[config.mk]
export PLATFORM = sky130hd
export DESIGN_NAME = cpwm_dtb_unit
export DESIGN_NICKNAME = d
export VERILOG_FILES = /design/src/rtl/cpwm_pkg.sv /design/src/rtl/cpwm_deadtime.sv /design/src/rtl/cpwm_brk_filter.sv /design/src/rtl/cpwm_moe_ctrl.sv /design/src/rtl/cpwm_dtb_unit.sv
export SDC_FILE = /design/constraint.sdc
export NUM_CORES = 1
export LEC_CHECK = 0
export BUFFER_PORTS_ARGS = -buffer_cell sky130_fd_sc_hd__buf_2
export CAP_MARGIN = 20
export CORE_ASPECT_RATIO = 0.9
export CORE_MARGIN = 2
export CORE_UTILIZATION = 55
export CTS_CLUSTER_DIAMETER = 80
export DETAILED_ROUTE_END_ITERATION = 12
export PLACE_DENSITY = 0.81
export SLEW_MARGIN = 20
export SYNTH_ARGS = -nofsm -noshare
export SYNTH_HDL_FRONTEND = slang
export SYNTH_HIERARCHICAL = 1
export SYNTH_SLANG_ARGS = --single-unit
[constraint.sdc]
create_clock -name clk_i -period 2.92 [get_ports clk_i]
set_input_delay 0.292 -clock clk_i [delete_from_list [all_inputs] [get_ports clk_i]]
set_output_delay 0.292 -clock clk_i [all_outputs]
set_load 0.02 [all_outputs]
[src/rtl/cpwm_pkg.sv]
package cpwm_pkg;
  localparam int unsigned DEF_NCH   = 3;
  localparam int unsigned DEF_NBRK  = 2;
  localparam int unsigned DEF_CNT_W = 16;
  localparam int unsigned DEF_DT_W  = 10;
  localparam int unsigned DEF_PSC_W = 2;
  localparam int unsigned DEF_FLT_W = 4;

  typedef struct packed {
    logic lvl;
    logic en;
  } pin_t;

  function automatic pin_t pin_sel(input logic brk_or_off, input logic ch_on,
                                   input logic act, input logic pol,
                                   input logic idle, input logic off_idle,
                                   input logic off_run);
    pin_t p;
    if (brk_or_off) begin
      p.lvl = idle;
      p.en  = off_idle;
    end else if (!ch_on) begin
      p.lvl = pol;
      p.en  = off_run;
    end else begin
      p.lvl = act ^ pol;
      p.en  = 1'b1;
    end
    return p;
  endfunction
endpackage

[src/rtl/cpwm_deadtime.sv]
module cpwm_deadtime #(
  parameter int unsigned CNT_W = 16,
  parameter int unsigned DT_W  = 10,
  parameter int unsigned PSC_W = 2
) (
  input  logic             clk_i,
  input  logic             rst_ni,
  input  logic [CNT_W-1:0] cnt_i,
  input  logic [CNT_W-1:0] cmp_i,
  input  logic [DT_W-1:0]  dt_i,
  input  logic [PSC_W-1:0] dt_psc_i,
  output logic             main_o,
  output logic             comp_o
);
  localparam int unsigned DLY_W = DT_W + (1 << PSC_W) - 1;

  logic             ref_d, ref_q;
  logic [DLY_W-1:0] dly, dcnt_q;

  assign ref_d = (cnt_i < cmp_i);
  assign dly   = DLY_W'(dt_i) << dt_psc_i;

  always_ff @(posedge clk_i or negedge rst_ni) begin
    if (!rst_ni) begin
      ref_q  <= 1'b0;
      dcnt_q <= '0;
    end else begin
      ref_q <= ref_d;
      if (ref_d != ref_q)        dcnt_q <= dly;
      else if (dcnt_q != '0)     dcnt_q <= dcnt_q - 1'b1;
    end
  end

  // both outputs wait out the gap; the leaving one drops with ref_q
  assign main_o = ref_q  && (dcnt_q == '0);
  assign comp_o = !ref_q && (dcnt_q == '0);

  a_r2_gap_on_rise: assert property (@(posedge clk_i) disable iff (!rst_ni)
    ($rose(ref_q) && $past(dly) != '0) |-> !main_o);
  a_r2_gap_on_fall: assert property (@(posedge clk_i) disable iff (!rst_ni)
    ($fell(ref_q) && $past(dly) != '0) |-> !comp_o);
  a_r1_main_follows_ref: assert property (@(posedge clk_i) disable iff (!rst_ni)
    main_o |-> $past(ref_d));
endmodule

[src/rtl/cpwm_brk_filter.sv]
module cpwm_brk_filter #(
  parameter int unsigned FLT_W = 4
) (
  input  logic             clk_i,
  input  logic             rst_ni,
  input  logic             brk_i,
  input  logic             pol_i,
  input  logic [FLT_W-1:0] flt_i,
  output logic             act_o
);
  logic             act_s;
  logic [FLT_W-1:0] run_q, run_nxt, need;

  assign act_s   = brk_i ^ pol_i;
  assign run_nxt = (run_q == '1) ? run_q : run_q + 1'b1;
  assign need    = (flt_i == '0) ? FLT_W'(1) : flt_i;

  always_ff @(posedge clk_i or negedge rst_ni) begin
    if (!rst_ni) begin
      run_q <= '0;
      act_o <= 1'b0;
    end else if (!act_s) begin
      run_q <= '0;
      act_o <= 1'b0;
    end else begin
      run_q <= run_nxt;
      act_o <= (run_nxt >= need);
    end
  end

  a_r5_rise_needs_sample: assert property (@(posedge clk_i) disable iff (!rst_ni)
    $rose(act_o) |-> $past(act_s));
  a_r5_release: assert property (@(posedge clk_i) disable iff (!rst_ni)
    !act_s |=> !act_o);
endmodule

[src/rtl/cpwm_moe_ctrl.sv]
module cpwm_moe_ctrl (
  input  logic clk_i,
  input  logic rst_ni,
  input  logic brk_i,
  input  logic set_i,
  input  logic auto_i,
  input  logic upd_i,
  output logic moe_o
);
  always_ff @(posedge clk_i or negedge rst_ni) begin
    if (!rst_ni)                moe_o <= 1'b0;
    else if (brk_i)             moe_o <= 1'b0;
    else if (set_i)             moe_o <= 1'b1;
    else if (auto_i && upd_i)   moe_o <= 1'b1;
  end

  a_r7_brake_clears: assert property (@(posedge clk_i) disable iff (!rst_ni)
    brk_i |=> !moe_o);
  a_r8_set_source: assert property (@(posedge clk_i) disable iff (!rst_ni)
    $rose(moe_o) |-> $past(set_i || (auto_i && upd_i)));
endmodule

[src/rtl/cpwm_dtb_unit.sv]
module cpwm_dtb_unit
  import cpwm_pkg::*;
#(
  parameter int unsigned NCH   = DEF_NCH,
  parameter int unsigned NBRK  = DEF_NBRK,
  parameter int unsigned CNT_W = DEF_CNT_W,
  parameter int unsigned DT_W  = DEF_DT_W,
  parameter int unsigned PSC_W = DEF_PSC_W,
  parameter int unsigned FLT_W = DEF_FLT_W
) (
  input  logic                  clk_i,
  input  logic                  rst_ni,
  input  logic [CNT_W-1:0]      cnt_i,
  input  logic [NCH*CNT_W-1:0]  cmp_i,
  input  logic                  upd_i,
  input  logic [NCH-1:0]        ch_en_i,
  input  logic [NCH-1:0]        pol_main_i,
  input  logic [NCH-1:0]        pol_comp_i,
  input  logic [NCH-1:0]        idle_main_i,
  input  logic [NCH-1:0]        idle_comp_i,
  input  logic                  off_run_i,
  input  logic                  off_idle_i,
  input  logic [DT_W-1:0]       dt_i,
  input  logic [PSC_W-1:0]      dt_psc_i,
  input  logic [NBRK-1:0]       brk_i,
  input  logic [NBRK-1:0]       brk_pol_i,
  input  logic [NBRK*FLT_W-1:0] brk_flt_i,
  input  logic                  moe_set_i,
  input  logic                  auto_oe_i,
  output logic [NCH-1:0]        main_o,
  output logic [NCH-1:0]        comp_o,
  output logic [NCH-1:0]        main_en_o,
  output logic [NCH-1:0]        comp_en_o
);
  logic [NBRK-1:0] brk_act;
  logic [NCH-1:0]  raw_main, raw_comp;
  logic            brk_any, moe, force_safe;

  for (genvar b = 0; b < NBRK; b++) begin : g_brk
    cpwm_brk_filter #(.FLT_W(FLT_W)) i_flt (
      .clk_i (clk_i),
      .rst_ni(rst_ni),
      .brk_i (brk_i[b]),
      .pol_i (brk_pol_i[b]),
      .flt_i (brk_flt_i[b*FLT_W +: FLT_W]),
      .act_o (brk_act[b])
    );
  end

  assign brk_any = |brk_act;

  cpwm_moe_ctrl i_moe (
    .clk_i (clk_i),
    .rst_ni(rst_ni),
    .brk_i (brk_any),
    .set_i (moe_set_i),
    .auto_i(auto_oe_i),
    .upd_i (upd_i),
    .moe_o (moe)
  );

  // brake overrides without waiting for the enable register
  assign force_safe = brk_any || !moe;

  for (genvar c = 0; c < NCH; c++) begin : g_ch
    pin_t pm, pc;

    cpwm_deadtime #(.CNT_W(CNT_W), .DT_W(DT_W), .PSC_W(PSC_W)) i_dt (
      .clk_i   (clk_i),
      .rst_ni  (rst_ni),
      .cnt_i   (cnt_i),
      .cmp_i   (cmp_i[c*CNT_W +: CNT_W]),
      .dt_i    (dt_i),
      .dt_psc_i(dt_psc_i),
      .main_o  (raw_main[c]),
      .comp_o  (raw_comp[c])
    );

    always_comb begin
      pm = pin_sel(force_safe, ch_en_i[c], raw_main[c], pol_main_i[c],
                   idle_main_i[c], off_idle_i, off_run_i);
      pc = pin_sel(force_safe, ch_en_i[c], raw_comp[c], pol_comp_i[c],
                   idle_comp_i[c], off_idle_i, off_run_i);
    end

    assign main_o[c]    = pm.lvl;
    assign main_en_o[c] = pm.en;
    assign comp_o[c]    = pc.lvl;
    assign comp_en_o[c] = pc.en;

    a_r1_no_overlap: assert property (@(posedge clk_i) disable iff (!rst_ni)
      (!force_safe && ch_en_i[c]) |->
        !((main_o[c] ^ pol_main_i[c]) && (comp_o[c] ^ pol_comp_i[c])));
    a_r7_safe_levels: assert property (@(posedge clk_i) disable iff (!rst_ni)
      brk_act != '0 |-> (main_o[c] == idle_main_i[c] && comp_o[c] == idle_comp_i[c]));
  end
endmodule

=== After elaboration in Yosys (flattened, before gate mapping) ===
Index checks and enable logic that the tools add are counted.

* $add $sub $neg: 5
* Magnitude comparators: 5
* Equal/unequal tests: 5
* Shifts and indexed selects: 1
* Muxes and demuxes: 29
* Bitwise operators: 8
* Reductions and logical operators: 25

{| class="wikitable"
|+ Operator list
! cell !! number
|-
| 2-to-1 mux 13 bit || 6
|-
| < comparator 16 bit || 3
|-
| zero test 13 bit || 3
|-
| nonzero test 13 bit || 3
|-
| subtractor 13 x 1 -> 13 bit (second input constant) || 3
|-
| 2-to-1 mux 2 bit || 12
|-
| 2-to-1 mux 4 bit || 6
|-
| << shifter 10 x 2 -> 13 bit || 1
|-
| adder 4 x 1 -> 4 bit (second input constant) || 2
|-
| equality test 4 bit (second input constant) || 2
|-
| >= comparator 4 bit || 2
|-
| zero test 4 bit || 2
|-
| bitwise XOR 1 bit || 8
|-
| logical AND 1 bit || 7
|-
| nonzero test 2 bit || 3
|-
| 2-to-1 mux 1 bit || 5
|-
| zero test 1 bit || 4
|-
| != test 1 bit || 3
|-
| nonzero test 3 bit || 1
|-
| OR reduction 2 bit || 1
|-
| logical OR 1 bit || 1
|}

* Register bits: 53
* Output and inout bits: 12
* Word-level logic and storage cells: 89

=== Logic depth before layout (Yosys ltp) ===
Gate-level depths: netlist (run 1).

* Word-level depth: 5
* Depth in mapped cells: 10
* Gate-level depth less buffers: 9

=== Modules after synthesis ===
The synthesis (run 1) kept the hierarchy.

{| class="wikitable"
|+ By module, submodules not included
! module !! times used !! cells an instance !! area an instance (sq um) !! seq. area each (sq um)
|-
| cpwm_deadtime || 3 || 173 || 1,471.4 || 350.3
|-
| cpwm_brk_filter || 2 || 35 || 345.3 || 125.1
|-
| cpwm_dtb_unit || 1 || 36 || 239.0 || 0.0
|-
| cpwm_moe_ctrl || 1 || 3 || 36.3 || 25.0
|}

=== Least setup slack after synthesis (run 1) ===
Ideal clock, no wire load.

* Kind: reg-to-output
* From: reg g_ch[0].i_dt.dcnt_q[7]
* To: out main_o[0]
* Data arrival time: 2.347 ns
* Required time: 2.628 ns
* Path slack: 0.281 ns
* Stages on the path, launching flop included: 9
* Path through: dfrtp_1 -> or4_4 -> or2_4 -> or3b_4 -> buf_6 -> nor2_1 -> nand2_1 -> xor2_1 -> a21oi_1

* Word-level cells in the longest chain between the ends: 5

{| class="wikitable"
|+ Ends and longest elaborated chain
! what !! line !! source
|-
| start, declared || cpwm_deadtime.sv:18 || <nowiki>logic [DLY_W-1:0] dly, dcnt_q;</nowiki>
|-
| start signal, assigned || cpwm_deadtime.sv:29 || <nowiki>if (ref_d != ref_q) dcnt_q <= dly;</nowiki>
|-
| start signal, assigned || cpwm_deadtime.sv:30 || <nowiki>else if (dcnt_q != '0) dcnt_q <= dcnt_q - 1'b1;</nowiki>
|-
| zero test 13 bit || cpwm_deadtime.sv:35 || <nowiki>assign main_o = ref_q && (dcnt_q == '0);</nowiki>
|-
| logical AND 1 bit || cpwm_deadtime.sv:35 ||
|-
| via raw_main[0] || cpwm_dtb_unit.sv:36 || <nowiki>logic [NCH-1:0] raw_main, raw_comp;</nowiki>
|-
| bitwise XOR 1 bit || cpwm_pkg.sv:26 || <nowiki>p.lvl = act ^ pol;</nowiki>
|-
| 2-to-1 mux 2 bit || cpwm_pkg.sv:22 || <nowiki>end else if (!ch_on) begin</nowiki>
|-
| 2-to-1 mux 2 bit || cpwm_pkg.sv:19 || <nowiki>if (brk_or_off) begin</nowiki>
|-
| end, declared || cpwm_dtb_unit.sv:30 || <nowiki>output logic [NCH-1:0] main_o,</nowiki>
|}

The timed path passes the listed nets, and every way through them passes these cells.

=== Worst setup path in the final report (run 1) ===
* From: reg g_ch[2].i_dt.dcnt_q[8]
* To: out main_o[2]

* Word-level cells in the longest chain between the ends: 5

{| class="wikitable"
|+ Ends and longest elaborated chain
! what !! line
|-
| start, declared || cpwm_deadtime.sv:18
|-
| start signal, assigned || cpwm_deadtime.sv:29
|-
| start signal, assigned || cpwm_deadtime.sv:30
|-
| zero test 13 bit || cpwm_deadtime.sv:35
|-
| logical AND 1 bit || cpwm_deadtime.sv:35
|-
| via raw_main[2] || cpwm_dtb_unit.sv:36
|-
| bitwise XOR 1 bit || cpwm_pkg.sv:26
|-
| 2-to-1 mux 2 bit || cpwm_pkg.sv:22
|-
| 2-to-1 mux 2 bit || cpwm_pkg.sv:19
|}

The timed path passes the listed nets, and every way through them passes these cells.

==> results.cfg, run 1 <==
[status]
status = finished clean

[clocking]
ctsHtreeMaxLevel = 2
cts_max_path_buffers = 2
cts_sinks = 53
cts_buffers = 5
tritoncts = built
insertion_delay_ns = 0.30
clkTransAtPathRegs_ns = 0.10
cts_root_buf = clkbuf_8

[final_layout]
finalInstanceArea_um2 = 6280
antenna_cells = 0
fin_util_pct = 65.6
final_cell_mix = buf_2 (115), inv_1 (67), nand2_1 (65)
n_fill_cell = 807
ff_latch_area_um2 = 1330
fin_nets = 925
synthToLayoutAreaGrowth_pct = 16.7
multi_input_area_um2 = 3710
final_common_cell = buf_2
drive_gt1_share_pct = 27.7

[worst_setup_path]
cp-end-kind = output port
cp-start-kind = flop
critPathKind = reg2out
crit_required_ns = 2.63
arrival_ns = 2.59
cp_max_fo = 4

[global_routing]
grt_pass1_wl_um = 21200
grtUsageMet2_pct = 44.5
grt.total_usage_pct = 24.4
grt.met3_usage_pct = 2.94
top_usage_layer = met2
grt_max_degree = 58
grt_pass1_vias = 4884
use_met1_pct = 29.6
antenna_found_initial = 0
gr-total-overflow = 0

[place]
post-dp-hpwl_um = 10200
place_ws_ns = 0.286
place_area_um2 = 6040
gp_congestion = 0.878
io_buffers = 121

[power_and_ir_drop]
ir_drop_v = 0.000301
p_per_area_nw_per_um2 = 540
leakagePower_nw = 3.27
total_power_w = 0.00339

[floorplanning]
die_x_um = 108
rows = 34
ios = 122
coreArea_um2 = 9570
start_util_pct = 56.2
dieArea_um2 = 10600
die_y_um = 97.8

[drt]
antenna_left = 0
drt-total-wl_um = 13000
drcViolationCount = 0
drtIter0Drc = 265
vias = 4878
drtPass1Iterations = 5
via_per_inst = 5.54
wl_per_cell_um = 14.7

[timing]
relSlewSlack_pct = 37.5
period_needed_ns = 2.88
setup_viol = 0
drv_slew = 0
skew_ns = 0.00356
worst_pin_slew_ns = 0.938
fin_crit_sh_pct = 98.5
rsz0062_at_grt = true
fmax_mhz = 348
hold_viol = 0
tns_ns = 0
fin_ws_ns = 0.0428

[synth]
syn_area_per_cell_um2 = 8.57
syn_inst = 628
synth_fp_nets = 799
yosys.cell_types.count = 45
synth_edf_count = 0
synthesis.area_um2 = 5380
ys_ff_latch = 53
yosys_most_used_dff = dfrtp_1
async_reset_ff_share_pct = 100
synth_warnings = 6
ys_seq_area_share_pct = 24.7

[min_path]
hold_path.class = in2async

[flow_run]
cap_viol_max_count = 0
[worst paths after layout]
| path | start | end | slack, ns | cells past startpoint |
|---|---|---|---|---|
| worst max-delay path | g_ch[2].i_dt/dcnt_q[8] | main_o[2] | 0.04 | 8 |
| worst min-delay path | rst_ni | g_ch[2].i_dt/dcnt_q[12] | 0.03 | 1 |
| worst max register to register | g_ch[1].i_dt/dcnt_q[9] | g_ch[1].i_dt/dcnt_q[0] | 0.58 | 6 |
| worst min register to register | i_moe/moe_o | i_moe/moe_o | 0.55 | 2 |
| max in group asynchronous | rst_ni | g_ch[1].i_dt/dcnt_q[12] | 2.08 | 2 |
| min in group clk_i | moe_set_i | i_moe/moe_o | 0.22 | 3 |
[stage by stage]
| stage | hold slack, ns | cells |
|---|---|---|
| 2_1_floorplan | -0.00359 | 628 |
| 3_3_place_gp | 0.362 | 860 |
| 3_5_place_dp | 0.370 | 860 |
| 4_1_cts | 0.0396 | 872 |
| 5_1_grt | 0.0627 | 881 |
| 6_report | 0.0299 | 881 |
[registers in the layout, indices dropped and copies added, names as in the netlist]
name,count
g_ch.i_dt/dcnt_q,39
g_brk.i_flt/act_o,2
i_moe/moe_o,1
g_ch.i_dt/ref_q,3
g_brk.i_flt/run_q,8
[logic make-up (layout without fill, tap and decap cells)]
group,Yosys count,count (layout),synth area share [%]
adders and majority gates,61,61,14.2
muxes,83,83,16.2
xor gates and xnor gates,34,34,5.53
AOI/OAI and AO/OA,106,106,13.7
and+or+nand+nor,205,205,18.6
buffers and inverters,86,213,7.19
DFF,53,53,24.7
[synth_stat cells (all sizes together), types with 8 or more instances]
master / n / area, µm²
dfrtp: 53 / 1330
xnor2: 13 / 114
and2: 9 / 56.3
xor2: 21 / 184
mux2: 26 / 300
mux2i: 57 / 571
nor2: 67 / 251
o31a: 8 / 70.1
a21oi: 41 / 220
ha: 61 / 763
buf: 13 / 113
nor2b: 12 / 90.1
nand2: 66 / 248
inv: 67 / 251
nor3: 14 / 70.1
o21ai: 26 / 141
nand3: 8 / 50.1
[report_power, final]
| part | internal, W | total (W) | switching [W] |
|---|---|---|---|
| clock network | 0.000172 | 0.000414 | 0.000243 |
| registers | 0.000978 | 0.00124 | 0.000259 |
| logic | 0.000814 | 0.00174 | 0.000927 |
| total | 0.00196 | 0.00339 | 0.00143 |
[worst max-delay path: stages, from the launching register on]
cell and delay [ns]:
dfrtp_1 0.42, or4_4 0.52, or2_4 0.28, or3b_4 0.43, nor2_2 0.13, nand2_1 0.07
xor2_1 0.17, a21oi_2 0.11, buf_4 0.15
[layer usage]
metal / share of wire (%) / up-vias
met2: 50 / 151
li1: - / 2407
met5: 0 / -
met3: 4.9 / 38
met1: 42 / 2282
met4: 3.2 / 0
[area by class of cell]
class                           instances  share of cell area (%)
Clock inverter                          2                   0.219
Sequential cell                        53                    21.1
Multi-Input combinational cell        489                    59.1
Tap cell                              126                    2.51
Clock buffer                            6                    1.16
Timing Repair Buffer                  138                    11.9
Inverter                               67                    4.01
[timing repair]
action                                 4_1_cts  5_1_grt
buffers inserted                             4        9
setup endpoints to repair                    4        6
endpoints found under the hold margin        0        0
pin swaps                                    3       14
hold buffers                                 0        0
gates resized for setup                      0       16
Power figures use the tool's default switching activity.
==> run 2, diff against run 1 <==
- CORE_ASPECT_RATIO: 0.9 -> unset
==> results.cfg, run 2 (synthesis results as in run 1) <==
[timing]
worst_pin_slew_ns = 0.868
fin_ws_ns = 0.0274
skew_ns = 0.00860
drv_slew = 0
setup_viol = 0
rsz0062_at_grt = true
tns_ns = 0
period_needed_ns = 2.89
relSlewSlack_pct = 42.1
fin_hold_ws_ns = 0.203
hold_viol = 0
fin_crit_sh_pct = 99.1
fmax_mhz = 346

[clocking]
cts_sinks = 53
cts_max_path_buffers = 2
ctsHtreeMaxLevel = 2
tritoncts = built
clkTransAtPathRegs_ns = 0.10
insertion_delay_ns = 0.32
cts_buffers = 5
cts_root_buf = clkbuf_8

[final_layout]
fin_util_pct = 65.0
reg_top3 = g_ch.i_dt/dcnt_q: 39 flops, g_brk.i_flt/run_q: 8 flops, g_ch.i_dt/ref_q: 3 flops
largest_register_ffs = 39
synthToLayoutAreaGrowth_pct = 16.4
regMostFlops = g_ch.i_dt/dcnt_q
final_common_cell = buf_2
antenna_cells = 0
fin_nets = 921
final_cell_mix = buf_2 (115), inv_1 (67), nand2_1 (66)
n_fill_cell = 799
drive_gt1_share_pct = 27.2

[worst_setup_path]
cp-start-kind = flop
r2r_end = g_ch[2].i_dt/dcnt_q[0]
reg2reg_slack_ns = 0.58
crit_path_top_delay_cell = or4_4
path_buf_inv = 1
crit_family = simple AND/OR/NAND/NOR gates
slowest_delay_ns = 0.54
crit_required_ns = 2.63
worstRegToRegCells = 6
critPathKind = reg2out
arrival_ns = 2.60
rr_startpoint = g_ch[2].i_dt/dcnt_q[9]
crit_chain = or4_4, or2_4, or3b_4, nor2_2, nand2_1, xor2_1, a21oi_1, buf_4
startpoint = g_ch[0].i_dt/dcnt_q[7]
cp-end-kind = output port
cp_max_fo = 5
cp_num_cells = 8
endpoint = comp_o[0]

[drt]
wl_per_cell_um = 14.7
drtIter0Drc = 137
via_per_inst = 5.37
drt-total-wl_um = 13000
drtPass1Iterations = 4
antenna_left = 0
drcViolationCount = 0
vias = 4745

[place]
place_ws_ns = 0.276
gp_congestion = 0.885
post-dp-hpwl_um = 10400
io_buffers = 121

[floorplanning]
coreArea_um2 = 9640
die_y_um = 103
rows = 36
ios = 122
dieArea_um2 = 10600
die_x_um = 103
start_util_pct = 55.8

[status]
status = finished clean

[global_routing]
grt.total_usage_pct = 23.9
antenna_found_initial = 0
gr-total-overflow = 0
grt_pass1_vias = 4541
grt_pass1_wl_um = 20100
grt_max_degree = 58

[min_path]
hold_path.class = in2reg
hold_depth = 3

[power_and_ir_drop]
leakagePower_nw = 3.26
ir_drop_v = 0.000447
p_per_area_nw_per_um2 = 548

[flow_run]
cap_viol_max_count = 0
[run 2: cell count changes in the layout (fill, tap and decap cells not counted), moves of 2 or more]
cell / delta
buf_4: -7
buf_6: +2
nor2_2: +2
xor2_1: +2
xor2_2: -2
[run 2: repair_timing]
item	CTS	global route
hold buffers	1	0
setup endpoints to repair	6	6
buffers inserted	3	4
resized for setup	1	15
pin swaps	3	13
endpoints found under the hold margin	16	0
[run 2: metal layers]
layer | up-vias | share of wire, % | wire, µm | track usage [%]
met4 | 0 | 1.8 | 227 | 6.88
met3 | 24 | 4.2 | 539 | 3.39
li1 | 2403 | - | - | -
met5 | - | 0 | 0 | 0
met2 | 102 | 53 | 6820 | 45.4
met1 | 2216 | 41 | 5380 | 27.6
[run 2: how the worst min path moves through the flow]
stage	start	end	slack (ns)
2_1_floorplan	rst_ni	g_brk[0].i_flt/act_o	-0.004
3_5_place_dp	rst_ni	g_ch[2].i_dt/dcnt_q[7]	0.27
3_3_place_gp	rst_ni	g_ch[2].i_dt/dcnt_q[6]	0.26
6_report	moe_set_i	i_moe/moe_o	0.20
5_1_grt	moe_set_i	i_moe/moe_o	0.22
4_1_cts	moe_set_i	i_moe/moe_o	0.20
[run 2: power by group]
group          leakage (nW)  total [W]  switching (W)  internal (W)
Combinational          2.56    0.00175       0.000936      0.000814
Clock                0.0506   0.000449       0.000269      0.000180
Sequential            0.646    0.00124       0.000259      0.000978
[run 2: worst reg2reg max path, cell delays in order (launching register included)]
cell	delay (ns)
dfrtp_1	0.42
or4_4	0.54
or2_4	0.27
or3b_4	0.41
buf_4	0.19
xnor2_1	0.13
mux2_2	0.27
[run 2: cell type report]
cell class	instances	area [µm²]	area share (%)
Clock buffer	5	68.8	1.10
Clock inverter	3	28.8	0.459
Inverter	67	251	4.02
Multi-Input combinational cell	489	3690	59.0
Sequential cell	53	1330	21.2
Tap cell	133	166	2.66
Timing Repair Buffer	134	728	11.6
[run 2: through the flow]
| step | area [µm²] | std cells | total power [W] |
|---|---|---|---|
| final | 6260 | 884 | 0.00343 |
| after global routing | 6260 | 884 | 0.00371 |
| after CTS | 6190 | 880 | 0.00337 |
| after detailed placement | 6050 | 868 | 0.00291 |
| after global placement | 6050 | 868 | 0.00280 |
| after floorplan | 5380 | 628 | 0.00247 |
==> run 3, diff against run 2 <==
- CORE_UTILIZATION: 55 -> 51
- PLACE_DENSITY: 0.81 -> 0.76
==> results.cfg, run 3 (synthesis results as in run 1) <==
[drt]
via_per_inst = 5.27
wl_per_cell_um = 13.9
drtIter0Drc = 196
antenna_left = 0
drcViolationCount = 0
vias = 4677
drt-total-wl_um = 12400
drtPass1Iterations = 4

[final_layout]
synthToLayoutAreaGrowth_pct = 17.0
reg_top3 = g_ch.i_dt/dcnt_q: 39 flops, g_brk.i_flt/run_q: 8 flops, g_ch.i_dt/ref_q: 3 flops
final_common_cell = buf_2
largest_register_ffs = 39
regMostFlops = g_ch.i_dt/dcnt_q
drive_gt1_share_pct = 27.3
fin_nets = 921
fin_util_pct = 61.3
final_cell_mix = buf_2 (115), inv_1 (67), nand2_1 (64)
antenna_cells = 0

[min_path]
min_from = moe_set_i
hold_path.class = in2reg
min_to = i_moe/moe_o
hold_depth = 3

[floorplanning]
rows = 37
coreArea_um2 = 10300
die_x_um = 107
dieArea_um2 = 11400
ios = 122
start_util_pct = 52.3
die_y_um = 107

[clocking]
cts_max_path_buffers = 2
insertion_delay_ns = 0.32
cts_buffers = 5
cts_sinks = 53
cts_root_buf = clkbuf_8
tritoncts = built
ctsHtreeMaxLevel = 2
clkTransAtPathRegs_ns = 0.11

[timing]
period_needed_ns = 2.88
rsz0062_at_grt = true
worst_pin_slew_ns = 0.869
setup_viol = 0
fmax_mhz = 348
fin_crit_sh_pct = 98.6
drv_slew = 0
skew_ns = 0.0150
hold_viol = 0
tns_ns = 0
relSlewSlack_pct = 42.1

[global_routing]
grt_max_degree = 58
antenna_found_initial = 0
grt_pass1_vias = 4605
grt_pass1_wl_um = 20200
grt.total_usage_pct = 21.5
gr-total-overflow = 0

[worst_setup_path]
critPathKind = reg2out
rr_startpoint = g_ch[1].i_dt/dcnt_q[8]
worstRegToRegCells = 6
crit_required_ns = 2.63
cp_max_fo = 3
arrival_ns = 2.59
r2r_end = g_ch[1].i_dt/dcnt_q[0]
cp-end-kind = output port
cp-start-kind = flop
reg2reg_slack_ns = 0.57

[status]
status = finished clean

[power_and_ir_drop]
p_per_area_nw_per_um2 = 551
leakagePower_nw = 3.27
ir_drop_v = 0.000437

[place]
io_buffers = 121
gp_congestion = 0.825
post-dp-hpwl_um = 9920

[flow_run]
cap_viol_max_count = 0
## run 3: cell count changes in the layout (fill, tap and decap cells not counted), moves of 2 or more
cell,previous run,this run
nand2_2,0,2
nor2_2,5,2
nand2_1,66,64
nor2_4,1,3
## run 3: area by class of cell
type / instances / area [µm²]
Tap cell: 136 / 170
Clock buffer: 5 / 68.8
Inverter: 67 / 251
Sequential cell: 53 / 1330
Timing Repair Buffer: 134 / 728
Fill cell: 904 / 3980
Clock inverter: 3 / 43.8
Multi-Input combinational cell: 489 / 3710
## run 3: layer usage
| layer | up-vias | track usage (%) | wire (µm) |
|---|---|---|---|
| met5 | - | 0 | 0 |
| met4 | 0 | 4.73 | 193 |
| met3 | 18 | 2.43 | 449 |
| met2 | 92 | 40.0 | 6200 |
| met1 | 2166 | 26.6 | 5530 |
| li1 | 2401 | - | - |
## run 3: per-stage QoR
step | setup slack, ns | hold WS, ns | std cells | instance area [µm²] | total power [W]
2_1_floorplan | 0.281 | -0.00359 | 628 | 5380 | 0.00247
3_3_place_gp | 0.356 | 0.325 | 871 | 6060 | 0.00281
3_5_place_dp | 0.303 | 0.339 | 871 | 6060 | 0.00288
4_1_cts | 0.0243 | 0.228 | 883 | 6200 | 0.00342
5_1_grt | -0.0341 | 0.254 | 887 | 6300 | 0.00374
6_report | 0.0423 | 0.222 | 887 | 6300 | 0.00347
## run 3: worst max-delay path by stage
stage	cells past startpoint	slack, ns	end	start
global route	8	-0.03	comp_o[0]	g_ch[0].i_dt/dcnt_q[8]
finish	8	0.04	comp_o[0]	g_ch[0].i_dt/dcnt_q[8]
CTS	8	0.02	main_o[1]	g_ch[1].i_dt/dcnt_q[7]
global placement	8	0.36	main_o[2]	g_ch[2].i_dt/dcnt_q[7]
floorplan	8	0.28	main_o[0]	g_ch[0].i_dt/dcnt_q[7]
detailed placement	8	0.30	main_o[2]	g_ch[2].i_dt/dcnt_q[7]
## run 3: critical path, cell delays in order (launching register included)
cell	delay (ns)
dfrtp_1	0.42
or4_4	0.52
or2_4	0.27
or3b_4	0.41
nor2_1	0.11
nand2_1	0.07
xor2_1	0.14
a21oi_1	0.16
buf_4	0.16
## run 3: repair_timing
action,CTS,global route
hold endpoints to repair,20,0
setup buffers,3,4
setup endpoints to repair,6,6
hold buffers,1,0
gates resized for setup,0,19
pin swaps,3,8
## run 3: report_power, final
group / switching [W] / internal (W)
registers: 0.000241 / 0.000978
logic: 0.000914 / 0.000812
clock network: 0.000266 / 0.000258
total: 0.00142 / 0.00205
